File: src/rtl/asr_pkg.sv
// Shared types for the audio serial receiver.
package asr_pkg;
    // Serial layout codes as driven on the format-select pins.
    typedef enum logic [1:0] {
        FMT_RJ16 = 2'b00,
        FMT_RJ18 = 2'b01,
        FMT_LJ18 = 2'b10,
        FMT_I2S  = 2'b11
    } asr_fmt_e;
endpackage

File: src/rtl/asr_sync.sv
// Multi-stage synchronizer for a bundle of asynchronous inputs.
// Assumes every bit of the bundle is sampled with the same latency so
// relative timing between the wires is preserved.
module asr_sync #(
    parameter int WIDTH  = 3,
    parameter int STAGES = 2
) (
    input  logic             clk,
    input  logic             rst_n,
    input  logic [WIDTH-1:0] din,
    output logic [WIDTH-1:0] dout
);
    logic [WIDTH-1:0] stg [STAGES];

    // Shift the raw inputs through the flop chain.
    always_ff @(posedge clk) begin
        if (!rst_n) begin
            for (int i = 0; i < STAGES; i++) stg[i] <= '0;
        end else begin
            stg[0] <= din;
            for (int i = 1; i < STAGES; i++) stg[i] <= stg[i-1];
        end
    end

    assign dout = stg[STAGES-1];
endmodule

File: src/rtl/asr_framer.sv
// Detects bit-clock rises and channel-slot boundaries.
// In the I2S-style layout the frame clock is delayed by one bit clock
// so that the word always starts at the first bit of a delayed slot.
// Assumes the format is constant from reset onward.
module asr_framer
    import asr_pkg::*;
(
    input  logic     clk,
    input  logic     rst_n,
    input  asr_fmt_e fmt,
    input  logic     bick_s,
    input  logic     lrck_s,
    output logic     bit_stb,   // one cycle per bit-clock rise
    output logic     boundary,  // this bit opens a new slot
    output logic     half_end,  // a complete slot just ended
    output logic     end_left   // the slot that ended was left
);
    logic bick_q, lr1, lr2, seen;
    logic i2s, frm_now, frm_prev;

    assign i2s      = (fmt == FMT_I2S);
    assign bit_stb  = bick_s & ~bick_q;
    assign frm_now  = i2s ? lr1 : lrck_s;   // one bit clock of delay
    assign frm_prev = i2s ? lr2 : lr1;
    assign boundary = bit_stb & (frm_now != frm_prev);
    assign half_end = boundary & seen;
    assign end_left = (frm_prev == ~i2s);   // channel polarity

    // Track bit-clock level, frame-clock history and first-boundary flag.
    always_ff @(posedge clk) begin
        if (!rst_n) begin
            bick_q <= 1'b0;
            lr1    <= i2s;      // start in the "right" level for the format
            lr2    <= i2s;
            seen   <= 1'b0;
        end else begin
            bick_q <= bick_s;
            if (bit_stb) begin
                lr1 <= lrck_s;
                lr2 <= lr1;
                if (frm_now != frm_prev) seen <= 1'b1;
            end
        end
    end
endmodule

File: src/rtl/asr_deser.sv
// Shifts serial bits into two registers: a tail window holding the most
// recent bits (right-justified layouts) and a head window holding the
// first bits of the slot (left-justified and I2S-style layouts).
// Presents the finished word of the slot that is closing.
module asr_deser
    import asr_pkg::*;
#(
    parameter int SAMPLE_W = 18,
    parameter int SHORT_W  = 16
) (
    input  logic                clk,
    input  logic                rst_n,
    input  asr_fmt_e            fmt,
    input  logic                bit_stb,
    input  logic                bit_val,
    input  logic                boundary,
    output logic [SAMPLE_W-1:0] word
);
    localparam int CW = $clog2(SAMPLE_W + 1);
    localparam logic [CW-1:0] FULL = CW'(SAMPLE_W);
    localparam int PADW = SAMPLE_W - SHORT_W;

    logic [SAMPLE_W-1:0] tail, head;
    logic [CW-1:0]       hcnt;

    // Update both windows on each bit; the head window restarts per slot.
    always_ff @(posedge clk) begin
        if (!rst_n) begin
            tail <= '0;
            head <= '0;
            hcnt <= '0;
        end else if (bit_stb) begin
            tail <= {tail[SAMPLE_W-2:0], bit_val};
            if (boundary) begin
                head <= {{(SAMPLE_W-1){1'b0}}, bit_val};
                hcnt <= CW'(1);
            end else if (hcnt < FULL) begin
                head <= {head[SAMPLE_W-2:0], bit_val};
                hcnt <= hcnt + 1'b1;
            end
        end
    end

    // Select and MSB-align the word for the active layout.
    always_comb begin
        unique case (fmt)
            FMT_RJ16: word = {tail[SHORT_W-1:0], {PADW{1'b0}}};
            FMT_RJ18: word = tail;
            default:  word = head << (FULL - hcnt);
        endcase
    end
endmodule

File: src/rtl/audio_serial_rx.sv
// Top of the multi-format audio serial receiver.
// Synchronizes the serial wires, frames them into channel slots,
// deserializes each slot and publishes a stereo pair once per frame.
// Assumes the bit clock phases each last at least three clk periods.
module audio_serial_rx
    import asr_pkg::*;
#(
    parameter int SAMPLE_W    = 18,
    parameter int SHORT_W     = 16,
    parameter int SYNC_STAGES = 2
) (
    input  logic                clk,
    input  logic                rst_n,
    input  logic [1:0]          fmt_sel,
    input  logic                bick_in,
    input  logic                lrck_in,
    input  logic                sdata_in,
    output logic [SAMPLE_W-1:0] left_out,
    output logic [SAMPLE_W-1:0] right_out,
    output logic                frame_valid
);
    asr_fmt_e            fmt;
    logic [2:0]          raw, syn;
    logic                bit_stb, boundary, half_end, end_left;
    logic [SAMPLE_W-1:0] word, left_hold;
    logic                left_ok;

    assign fmt = asr_fmt_e'(fmt_sel);
    assign raw = {bick_in, lrck_in, sdata_in};

    asr_sync #(.WIDTH(3), .STAGES(SYNC_STAGES)) u_sync (
        .clk(clk), .rst_n(rst_n), .din(raw), .dout(syn)
    );

    asr_framer u_framer (
        .clk(clk), .rst_n(rst_n), .fmt(fmt),
        .bick_s(syn[2]), .lrck_s(syn[1]),
        .bit_stb(bit_stb), .boundary(boundary),
        .half_end(half_end), .end_left(end_left)
    );

    asr_deser #(.SAMPLE_W(SAMPLE_W), .SHORT_W(SHORT_W)) u_deser (
        .clk(clk), .rst_n(rst_n), .fmt(fmt),
        .bit_stb(bit_stb), .bit_val(syn[0]), .boundary(boundary),
        .word(word)
    );

    // Pair a completed left word with the following right word.
    always_ff @(posedge clk) begin
        if (!rst_n) begin
            left_hold   <= '0;
            left_ok     <= 1'b0;
            left_out    <= '0;
            right_out   <= '0;
            frame_valid <= 1'b0;
        end else begin
            frame_valid <= 1'b0;
            if (half_end) begin
                if (end_left) begin
                    left_hold <= word;
                    left_ok   <= 1'b1;
                end else if (left_ok) begin
                    left_out    <= left_hold;
                    right_out   <= word;
                    frame_valid <= 1'b1;
                    left_ok     <= 1'b0;
                end
            end
        end
    end
endmodule

File: config.mk
export PLATFORM = sky130hd
export DESIGN_NAME = audio_serial_rx
export DESIGN_NICKNAME = d
export VERILOG_FILES = /design/src/rtl/asr_pkg.sv /design/src/rtl/asr_sync.sv /design/src/rtl/asr_framer.sv /design/src/rtl/asr_deser.sv /design/src/rtl/audio_serial_rx.sv
export SDC_FILE = /design/constraint.sdc
export NUM_CORES = 1
export LEC_CHECK = 0
export CAP_MARGIN = 20
export CORE_MARGIN = 5
export CORE_UTILIZATION = 45
export CTS_CLUSTER_SIZE = 10
export DETAILED_ROUTE_END_ITERATION = 10
export DONT_BUFFER_PORTS = 1
export MAX_ROUTING_LAYER = met4
export PLACE_DENSITY = 0.68
export RECOVER_POWER = 50
export SETUP_SLACK_MARGIN = 0.02
export SLEW_MARGIN = 20
export SYNTH_ARGS = -nofsm -noshare
export SYNTH_HDL_FRONTEND = slang
export SYNTH_SLANG_ARGS = --single-unit
File: constraint.sdc
create_clock -name clk -period 4.7 [get_ports clk]
set_input_delay 0.94 -clock clk [delete_from_list [all_inputs] [get_ports clk]]
set_output_delay 0.94 -clock clk [all_outputs]
set_load 0.01 [all_outputs]
== Word-level counts from Yosys, hierarchy flattened ==
Memory sizes are Yosys's and may differ from the RTL's.
Index checks and enable logic that the tools add are counted.
Cells by class
  mux-type cells: 17
  bitwise gates (word level): 10
  equality and inequality tests: 5
  $lt $le $gt $ge: 1
  reduce and logical (&&, ||, !) cells: 7
  add/subtract/negate cells: 2
  shifts and indexed selects: 1
Operator list (number)
  $mux W18: 2
  $pmux W18 S2: 1
  $shl A18 B5 Y18: 1
  $mux W1: 10
  $mux W5: 2
  $mux W3: 2
  $reduce_and A2 Y1: 3
  $add A5 B1 Y5 const B: 1
  $lt A5 B5 Y1 const B: 1
  $not A1 Y1: 5
  $sub A5 B5 Y5 const A: 1
  $and A1 B1 Y1: 3
  $reduce_and A3 Y1: 1
  $reduce_or A3 Y1: 1
  $eq A2 B1 Y1 const B: 1
  $eq A2 B2 Y1 const B: 1
  $logic_not A2 Y1: 1
  $ne A2 B1 Y1 const B: 1
  $or A1 B1 Y1: 2
  $reduce_bool A2 Y1: 1
  $eq A1 B1 Y1: 1
  $ne A1 B1 Y1: 1
Storage, ports and cells
  input port bits: 7
  output and inout port bits: 37
  memories: 1
  bits in writable memories: 6
  word-level logic and storage cells: 56
  flip-flop bits (word level): 101
Memories
  u_sync.stg: words 2, bits a word 3, rd ports 2, clocked after memory_dff 0, write ports 2, line asr_sync.sv:13  | logic [WIDTH-1:0] stg [STAGES];

== Longest topological paths before layout ==
  depth in word-level cells: 7
  mapped depth: 11
  gate-level depth less buffers: 7

== Modules after synthesis ==
Synthesis repeated with hierarchy kept, for this count alone.
Unflattened totals
  cell total of the unflattened synthesis: 586
  area total of the unflattened synthesis: 5600.4 um2
Modules (own cells, without submodules)
  asr_deser: instances 1, area each 2926.6 um2, cells each 301, seq. area each 820.8 um2
  audio_serial_rx: instances 1, area each 2273.4 um2, cells each 244, seq. area each 1121.1 um2
  asr_framer: instances 1, area each 220.2 um2, cells each 26, seq. area each 100.1 um2
  asr_sync: instances 1, area each 180.2 um2, cells each 15, seq. area each 120.1 um2

== Worst setup path before layout ==
Ideal clock, no wire load.
  kind: register to register
  start: register u_deser.hcnt[0]
  end: register right_out[10]
  required time: 4.568 ns
  clock period less this slack: 2.660 ns
  path buffers: 4
  data arrival time: 2.528 ns
  setup slack: 2.040 ns
  library setup time: 0.132 ns
  stages on the path, launching flop included: 12
  path through: dfxtp_1 -> buf_6 -> buf_6 -> inv_2 -> ha_1 -> buf_4 -> buf_2 -> mux2_2 -> a21bo_2 -> mux2_2 -> a211oi_1 -> a21oi_1
Between the ends
  word-level cells in the longest chain between the ends: 3
RTL lines
  start: declaration: line asr_deser.sv:24  | logic [CW-1:0] hcnt;
  start signal: assignment: line asr_deser.sv:39  | hcnt <= hcnt + 1'b1;
  $sub A5 B5 Y5: line asr_deser.sv:49  | default: word = head << (FULL - hcnt);
  $shl A18 B5 Y18: line asr_deser.sv:49
  $pmux W18 S2: line asr_deser.sv:46  | unique case (fmt)
  end signal: assignment: line audio_serial_rx.sv:64  | right_out <= word;
  end: declaration: line audio_serial_rx.sv:19  | output logic [SAMPLE_W-1:0] right_out,
Every way passes these cells.
A chain may end at the register's enable or synchronous reset.

== Final worst setup path ==
  start: register u_deser.hcnt[0]
  end: register left_hold[12]
Between the ends
  word-level cells in the longest chain between the ends: 3
RTL lines
  $sub A5 B5 Y5: line asr_deser.sv:49
  $shl A18 B5 Y18: line asr_deser.sv:49
  $pmux W18 S2: line asr_deser.sv:46
  end signal: assignment: line audio_serial_rx.sv:60  | left_hold <= word;
  end: declaration: line audio_serial_rx.sv:25  | logic [SAMPLE_W-1:0] word, left_hold;
Every way passes these cells.

==> run_results.csv <==
group,metric,value,unit
layout,antenna_cells,0,
synth,synth_top_family_by_area,"compound AO/OA/AOI/OAI gates",
setup_path,end_kind,"register",
worst_hold_path,hold_class,"reg -> reg",
timing,fin_crit_sh,0.756,
place,port_buffers,0,
synth,synth_nets,600,
synth,syn_inst,591,
worst_hold_path,whs_endpoint,"u_sync.stg[0][5]$_SDFF_PN0_",
drt,viasPerCell,5.67,
synth,ys_async_sr_fraction,0,
setup_path,cp_cell_sequence,"clkbuf_1 -> ha_1 -> xnor2_1 -> mux4_2 -> and2_1 -> a211oi_1 -> o221a_2",
global_routing,track_usage,0.182,
setup_path,cp.arrival,3.88,ns
place,gp_congestion,0.888,
clocking,ctsResizeCount,0,
layout,nets,572,
clocking,clock_latency,0.38,ns
synth,synth_edf_count,2,
setup_path,reg2reg_depth,7,
global_routing,grt_pass1_wl,18800,um
floorplanning,die_height,116,um
setup_path,critical_path_class,"reg -> reg",
synth,synth.distinct_cells,55,
floorplanning,row_count,38,
timing,fin_skew,0.0172,ns
timing,whs,0.443,ns
power,ir_worst_vdd,0.275,mV
outcome,violations,"capacitance limit, slew limit",
floorplanning,start_util,0.462,
global_routing,grt_pass1_vias,3677,
synth,ys_ff_latch,107,
place,hpwlAfterDp,8110,um
clocking,cts-root-buf,"clkbuf_8",
drt,first_pass_iters,5,
floorplanning,dieArea,13400,um^2
global_routing,grt.overflow.total,0,
power,powerDensity,300,nW/um^2
synth,synth_mux_area_frac,0.145,
timing,fin_tns_setup,0,ns
clocking,cts_buffers,9,
synth,synth_compound_gate_area_share,0.190,
clocking,clk_transition_reported_paths,0.10,ns
setup_path,slowest_stage,"clkbuf_1",
timing,finalHoldViolations,0,
timing,rsz0062_at_grt,"false",
layout,fin_util,0.483,
clocking,clockBufferDepth,2,
synth,synth_fa_ha_area_frac,0.00497,
clocking,cts_tree,"built",
layout,finalInstanceArea,5260,um^2
drt,vias,4016,
timing,post-route-min-period,3.55,ns
drt,ant_nets,0,
setup_path,cp_max_fo,25,
timing,finalSetupViolations,0,
worst_hold_path,hold_start,"u_sync.stg[0][2]$_SDFF_PN0_",
timing,fmax,281,MHz
synth,syn-cell-area,5030,um^2
job,drv_cap,1,
setup_path,cpPeakStageDelay,0.96,ns
setup_path,worstSetupStartpointType,"register",
synth,synthFlopType,"dfxtp_1",
synth,synth_xor_area_frac,0.0137,
global_routing,antenna_found_initial,0,
floorplanning,core,10900,um^2
clocking,hold_buffers,0,
synth,yosys.area_share.simple,0.172,
clocking,htreeDepth,3,
worst_hold_path,holdPathStages,1,
timing,slew_headroom,-0.0631,
drt,wl,11400,um
timing,tightest_slew,1.59,ns
global_routing,grt_max_degree,54,
floorplanning,die_w,116,um
layout,syn_to_final_growth,4.50,%
layout,area.sequential,2160,um^2
drt,drc,0,
clocking,cts_setup_buffers,0,
synth,synth_warnings,0,
drt,initialDrtViolationCount,273,
synth,yosysSeqAreaShare,0.430,
layout,multi_input_area,2650,um^2
setup_path,worstReg2RegEnd,"left_hold[12]$_SDFFE_PN0P_",
setup_path,worstReg2RegStart,"u_deser.hcnt[0]$_SDFFE_PN0P_",
outcome,status,"complete, but fails checks",
setup_path,rrSetupSlack,1.15,ns
synth,syn_avg_cell_area,8.52,um^2
clocking,clock-sinks,107,
power,p_leak,1.89,nW
timing,slew_viol_final,24,
layout,fill_cells,1055,
place,post_dp_cell_area,5060,um^2
drt,wl_per_cell,16.0,um
floorplanning,ios,44,
layout,drive_gt1_frac,0.0792,
setup_path,required,5.03,ns
-- cell type report --
class / instances / share of cell area
tap: 140 / 0.0333
sequential: 107 / 0.411
clock buffer: 11 / 0.0269
timing repair buffer: 7 / 0.00928
multi-input combinational: 433 / 0.504
inverter: 5 / 0.00357
clock inverter: 5 / 0.0124
-- critical path: cells and delay by family (launching register included) --
kind,cells,cell delay (ns)
compound gates,2,0.57
flops,1,0.36
mux,1,0.43
buf+inv,1,0.96
xor+xnor,1,0.50
simple gates,1,0.18
fa+ha+maj,1,0.53
-- metrics by stage --
stage | total power, mW | instances | setup WS, ns
floorplan | 1.02 | 591 | 2.04
global placement | 1.02 | 692 | 1.82
detailed placement | 1.02 | 692 | 1.74
CTS | 1.60 | 708 | 1.72
global route | 1.65 | 708 | 0.894
finish | 1.58 | 708 | 1.15
-- worst max path at each step --
stage / from / end / slack (ns)
final: u_deser.hcnt[0]$_SDFFE_PN0P_ / left_hold[12]$_SDFFE_PN0P_ / 1.15
after global routing: u_deser.hcnt[0]$_SDFFE_PN0P_ / left_hold[12]$_SDFFE_PN0P_ / 0.89
after CTS: u_deser.hcnt[0]$_SDFFE_PN0P_ / left_hold[12]$_SDFFE_PN0P_ / 1.72
after detailed placement: u_deser.hcnt[0]$_SDFFE_PN0P_ / left_hold[12]$_SDFFE_PN0P_ / 1.74
after global placement: u_deser.hcnt[0]$_SDFFE_PN0P_ / left_hold[12]$_SDFFE_PN0P_ / 1.82
after floorplan: u_deser.hcnt[0]$_SDFFE_PN0P_ / right_out[10]$_SDFFE_PN0P_ / 2.04
-- cells by family (layout without fill, tap and decap cells) --
| group | Yosys count | after routing |
|---|---|---|
| AND/OR/NAND/NOR | 203 | 203 |
| multiplexers | 56 | 56 |
| flip-flops | 107 | 107 |
| adder cells (fa/ha/maj) | 2 | 2 |
| XOR/XNOR | 7 | 7 |
| buffers and inverters | 51 | 28 |
| AO/OA/AOI/OAI | 165 | 165 |
-- layout by cell type, fill, tap and decap left out, drive strengths merged, types with 4 or more instances in the layout --
| master | count |
|---|---|
| and3 | 4 |
| o21ai | 32 |
| a31oi | 9 |
| nor2 | 32 |
| a21oi | 90 |
| xor2 | 4 |
| buf | 6 |
| o31ai | 5 |
| a211oi | 6 |
| and2 | 8 |
| nand3 | 9 |
| mux2i | 36 |
| dfxtp | 105 |
| nand3b | 4 |
| inv | 7 |
| nand2 | 129 |
| mux2 | 9 |
| mux4 | 11 |
| clkbuf | 12 |
-- report_power, final --
part	switching, mW	internal (mW)	leakage (nW)	total [mW]
clock network	0.308	0.268	0.105	0.576
logic	0.0505	0.0307	0.920	0.0812
registers	0.00459	0.915	0.868	0.920
-- state kept, by name (all words and copies together), names as in the netlist --
signal	flops
u_framer.bick_q	1
right_out	18
u_sync.stg	6
u_framer.seen	1
u_deser.head	18
u_framer.lr2	1
u_deser.hcnt	5
u_deser.tail	18
left_ok	1
left_out	18
u_framer.lr1	1
left_hold	18
frame_valid	1
-- routing by layer --
layer	share of wire	track usage	up-vias
li1	-	-	2020
met1	0.46	0.241	1890
met2	0.47	0.274	86
met3	0.047	0.0319	20
met4	0.024	0.0766	0
met5	0	-	-
-- Yosys cell counts (3+ instances only) --
cell,n,area [um^2]
nand2b_1,3,18.8
nor2_1,32,120
nand3_1,9,45.0
o22ai_1,3,18.8
mux2i_1,36,360
xnor2_1,3,26.3
xor2_1,3,26.3
inv_1,3,11.3
a21oi_1,89,445
o31a_1,3,26.3
mux4_1,5,131
nand2_1,129,484
o31ai_1,5,37.5
and3_1,4,25.0
a211oi_1,6,45.0
mux2_2,9,101
nand3b_1,4,30.0
buf_2,12,60.1
o21ai_0,32,160
and2_1,8,50.1
clkbuf_1,30,113
nor3_1,3,15.0
a31oi_1,9,56.3
dfxtp_1,105,2100
mux4_2,6,135
Note: power is estimated with default switching activity, not from simulation.
